`src/rtl/rf_pkg.sv`:
```
package rf_pkg;
  localparam int unsigned RF_ADDR_W = 8;
  localparam int unsigned RF_DATA_W = 8;
  localparam int unsigned RF_COPIES = 2;
endpackage

```
`src/rtl/rf_wr_fanout.sv`:
```
module rf_wr_fanout #(
  parameter int unsigned ADDR_W = rf_pkg::RF_ADDR_W,
  parameter int unsigned DATA_W = rf_pkg::RF_DATA_W,
  parameter int unsigned COPIES = rf_pkg::RF_COPIES
) (
  input  logic                           wr_en,
  input  logic [ADDR_W-1:0]              wr_addr,
  input  logic [DATA_W-1:0]              wr_data,
  output logic [COPIES-1:0]              cp_en,
  output logic [COPIES-1:0][ADDR_W-1:0]  cp_addr,
  output logic [COPIES-1:0][DATA_W-1:0]  cp_data
);
  // One identical write request per copy keeps the copies mirrored.
  for (genvar g = 0; g < COPIES; g++) begin : g_copy
    assign cp_en[g]   = wr_en;
    assign cp_addr[g] = wr_addr;
    assign cp_data[g] = wr_data;
  end
endmodule

```
`src/rtl/rf_bank.sv`:
```
module rf_bank #(
  parameter int unsigned ADDR_W = rf_pkg::RF_ADDR_W,
  parameter int unsigned DATA_W = rf_pkg::RF_DATA_W
) (
  input  logic              clk,
  input  logic              rst_n,
  input  logic              we,
  input  logic [ADDR_W-1:0] waddr,
  input  logic [DATA_W-1:0] wdata,
  input  logic [ADDR_W-1:0] raddr,
  output logic [DATA_W-1:0] rdata
);
  localparam int unsigned DEPTH = 1 << ADDR_W;

  logic [DATA_W-1:0] store [DEPTH];

  // Storage is never reset.
  always_ff @(posedge clk) begin
    if (we) store[waddr] <= wdata;
  end

  // Nonblocking read of the pre-edge contents gives read-before-write.
  always_ff @(posedge clk) begin
    if (!rst_n) rdata <= '0;
    else        rdata <= store[raddr];
  end
endmodule

```
`src/rtl/rf_mirror_2r1w.sv`:
```
module rf_mirror_2r1w #(
  parameter int unsigned ADDR_W = rf_pkg::RF_ADDR_W,
  parameter int unsigned DATA_W = rf_pkg::RF_DATA_W
) (
  input  logic              clk,
  input  logic              rst_n,
  input  logic              wr_en,
  input  logic [ADDR_W-1:0] wr_addr,
  input  logic [DATA_W-1:0] wr_data,
  input  logic [ADDR_W-1:0] rd_addr_a,
  output logic [DATA_W-1:0] rd_data_a,
  input  logic [ADDR_W-1:0] rd_addr_b,
  output logic [DATA_W-1:0] rd_data_b
);
  localparam int unsigned NRD = 2;

  logic [NRD-1:0]             cp_en;
  logic [NRD-1:0][ADDR_W-1:0] cp_addr;
  logic [NRD-1:0][DATA_W-1:0] cp_data;
  logic [NRD-1:0][ADDR_W-1:0] rd_addr;
  logic [NRD-1:0][DATA_W-1:0] rd_data;

  assign rd_addr[0] = rd_addr_a;
  assign rd_addr[1] = rd_addr_b;
  assign rd_data_a  = rd_data[0];
  assign rd_data_b  = rd_data[1];

  rf_wr_fanout #(.ADDR_W(ADDR_W), .DATA_W(DATA_W), .COPIES(NRD)) u_fanout (
    .wr_en   (wr_en),
    .wr_addr (wr_addr),
    .wr_data (wr_data),
    .cp_en   (cp_en),
    .cp_addr (cp_addr),
    .cp_data (cp_data)
  );

  // Copy g serves read port g.
  for (genvar g = 0; g < NRD; g++) begin : g_bank
    rf_bank #(.ADDR_W(ADDR_W), .DATA_W(DATA_W)) u_bank (
      .clk   (clk),
      .rst_n (rst_n),
      .we    (cp_en[g]),
      .waddr (cp_addr[g]),
      .wdata (cp_data[g]),
      .raddr (rd_addr[g]),
      .rdata (rd_data[g])
    );
  end
endmodule

```
`config.mk`:
```
export PLATFORM = sky130hd
export DESIGN_NAME = rf_mirror_2r1w
export DESIGN_NICKNAME = d
export VERILOG_FILES = /design/src/rtl/rf_pkg.sv /design/src/rtl/rf_wr_fanout.sv /design/src/rtl/rf_bank.sv /design/src/rtl/rf_mirror_2r1w.sv
export SDC_FILE = /design/constraint.sdc
export NUM_CORES = 2
export LEC_CHECK = 0
export BUFFER_PORTS_ARGS = -buffer_cell sky130_fd_sc_hd__buf_2
export CORE_ASPECT_RATIO = 0.5
export CORE_MARGIN = 2
export CORE_UTILIZATION = 62
export CTS_CLUSTER_DIAMETER = 150
export CTS_CLUSTER_SIZE = 10
export DETAILED_ROUTE_END_ITERATION = 8
export PLACE_DENSITY = 0.78
export SLEW_MARGIN = 20
export SYNTH_ARGS = -nofsm -noshare
export SYNTH_HDL_FRONTEND = slang
export SYNTH_SLANG_ARGS = --single-unit
```
`constraint.sdc`:
```
create_clock -name clk -period 3.51 [get_ports clk]
set_clock_uncertainty 0.05 [all_clocks]
set_input_delay 0.8775 -clock clk [delete_from_list [all_inputs] [get_ports clk]]
set_output_delay 0.8775 -clock clk [all_outputs]
set_load 0.05 [all_outputs]
```
==> reports/qor.yml <==
route:
  drc: 0
  first_iter_violations: 13900
  first_pass_iters: 7
  ant_nets: 0
  vias: 67900
  routed_wl_um: 366000
  wire_per_inst_um: 41.7
  via_per_inst: 7.75
critical_path:
  crit_buf_inv: 5
  crit_path_end: "g_bank[1].u_bank.rdata[3]"
  path_class: "input pin to register"
  r2r_start: "g_bank[1].u_bank.store[97][2]"
  worst-path-stages: 12
  cp_top_family: "simple AND/OR/NAND/NOR gates"
  crit_path_max_fanout: 28
  cp_slowest_stage_delay_ps: 860
  critPathLaunchType: "input pin"
  critPathLaunch: "rd_addr_b[2]"
  r2r_end: "g_bank[1].u_bank.rdata[2]"
  cp.arrival_ps: 4190
  worstRegToRegCells: 10
  crit_chain: "buf_4 -> buf_4 -> nand2b_4 -> buf_12 -> o221ai_1 -> a21oi_1 -> a2111oi_2 -> nand4_1 -> buf_12 -> nor4_1 -> buf_4 -> a41o_1"
  path_common_cell: "buf_4"
  critPathSlowestCell: "nor4_1"
  end_kind: "register"
  cp.required_ps: 4240
  rrSetupSlack_ps: 280
synthesis:
  yosys.area_share.adder_pct: 0
  synth-compound-area-share_pct: 5.99
  synth.most_common_cell: "edfxtp_1"
  synth-seq-cells: 2064
  synth_top_area_cell: "edfxtp_1"
  synth_top_area_share_pct: 62.8
  synth_simple_gate_area_share_pct: 4.17
  ys_seq_area_share_pct: 63.1
  netlist_area_sq_mm: 0.0980
  synth_area_leaders: "edfxtp_1 63%, mux4_2 16%, mux2i_1 6.4%"
  yosys-top-cells-count: "2,048 x edfxtp_1, 688 x mux4_2, 625 x mux2i_1"
  synthArstFlopShare_pct: 0
  synthCells: 5630
  muxShareOfSynthArea_pct: 23.3
  synth_enable_flop_cells: 2048
  synth_xor_area_share_pct: 0
  avgSynthCellArea_sq_um: 17.4
  synth_ff_type: "edfxtp_1"
  yosysWarnings: 0
  synth_top_family_by_area: "multiplexers"
  mappedNetlistNets: 5665
  synth.distinct_cells: 77
clock_tree:
  cts_root_buffer: "clkbuf_16"
  cts_hold_buf: 0
  cts_tree: "built"
  insertion_delay_ps: 890
  path_clk_slew_ps: 60
  numClockSinks: 2064
  htreeDepth: 4
  cts_made_buffers: 232
  cts_buffer_depth: 4
final_layout:
  final_nets: 6600
  syn_to_final_growth_pct: 16.3
  post-route-cell-area_sq_mm: 0.114
  drive_gt1_share_pct: 32.0
  fin_util_pct: 72.4
placed_design:
  dp_hpwl_um: 261000
  port_buffers: 50
  place_ws_ps: -742
  postPlaceCellArea_sq_mm: 0.108
  place_congestion: 1.05
timing:
  rsz0062_at_grt: "false"
  min_period_ps: 3450
  layout_setup_ws_ps: 56.0
  maxSlewHeadroom_pct: 11.3
  setup_viol: 0
  finalCritPeriodShare_pct: 98.4
  maxSlewViolCount: 0
  worst_slew_pin_slew_ps: 1320
  hold_viol_final: 0
  max_freq_mhz: 290
global_routing:
  grtUsageTotal_pct: 45.3
  antenna_found_initial: 34
  first_global_vias: 66000
  grt_start_max_net_pins: 112
  grt_overflow: 0
  grt_pass1_wl_um: 506000
die:
  dieArea_sq_mm: 0.161
  die_h_um: 285
  ios: 51
  core-area_sq_mm: 0.157
  start_util_pct: 62.3
  die_x_um: 566
  rows: 103
run_status:
  status: "finished clean"
run:
  drv_cap: 0
power:
  p_leak_nw: 39.0
  peakVddDrop_uv: 490
  powerDensity_mw_per_mm2: 477
hold_path:
  hold_depth: 1
  min_path_type: "input pin to register"
[report_power, final]
group	switching, W	internal, W
clock network	0.00946	0.0119
logic	0.00357	0.00208
registers	0.0000719	0.0272
total	0.0131	0.0412
[cells by family (layout without fill, tap and decap cells)]
| kind of cell | after synthesis | after routing |
|---|---|---|
| AOI/OAI and AO/OA | 843 | 843 |
| buffers and inverters | 449 | 1459 |
| DFF | 2064 | 2064 |
| muxes | 1357 | 1357 |
| other | 0 | 19 |
| and+or+nand+nor | 917 | 917 |
[area by class of cell]
cell class | instances | area [sq um]
flip-flops and latches | 2064 | 61800
fillers | 9528 | 43500
multi-input cells | 3117 | 32900
repair buffers | 1144 | 10200
clock buffers | 304 | 6120
well taps | 2100 | 2630
clock inverters | 5 | 80.1
diodes | 19 | 47.5
inverters | 6 | 28.8
[cells in the final DEF, fill, tap and decap left out, drive strengths merged, types with 102 or more instances in the layout]
master / count
nand2: 265
a21oi: 156
clkbuf: 312
edfxtp: 2048
o22ai: 167
nor2: 353
o221ai: 158
a22oi: 102
buf: 1136
mux4: 729
mux2i: 625
[flip-flops by register name, indices dropped and copies added (netlist names)]
name	cells
g_bank.u_bank.store	2048
g_bank.u_bank.rdata	16
[worst min-delay path by stage]
stage                                              start                              to  slack, ps
final                                         wr_data[7]  g_bank[1].u_bank.store[172][7]        460
after global routing                          wr_data[2]  g_bank[1].u_bank.store[157][2]        470
after CTS                                     wr_data[2]  g_bank[1].u_bank.store[143][2]        450
after detailed placement  g_bank[1].u_bank.store[228][0]       g_bank[1].u_bank.rdata[0]        890
after global placement    g_bank[1].u_bank.store[228][1]       g_bank[1].u_bank.rdata[1]        870
after floorplan           g_bank[1].u_bank.store[234][3]       g_bank[1].u_bank.rdata[3]        730
[stage by stage]
stage,total power [W],hold WS [ps],std cells,TNS (ps)
2_1_floorplan,0.0304,731,5630,0
3_3_place_gp,0.0330,868,8431,-6140
3_5_place_dp,0.0331,894,8431,-6680
4_1_cts,0.0539,446,8740,0
5_1_grt,0.0551,466,8746,0
6_report,0.0543,464,8759,0
[per-layer routing]
metal,GRT usage (%),vias up,share of wire [%]
met5,2.15,-,0.18
met4,17.1,32,4.9
met3,22.6,1208,20
met2,62.1,6977,41
met1,62.2,34200,34
li1,-,25500,-
[repair_timing]
item                       4_1_cts  5_1_grt
setup endpoints to repair        0        3
gates resized for setup          0        3
buffers inserted                 0        0
(Power assumes the default switching activity.)
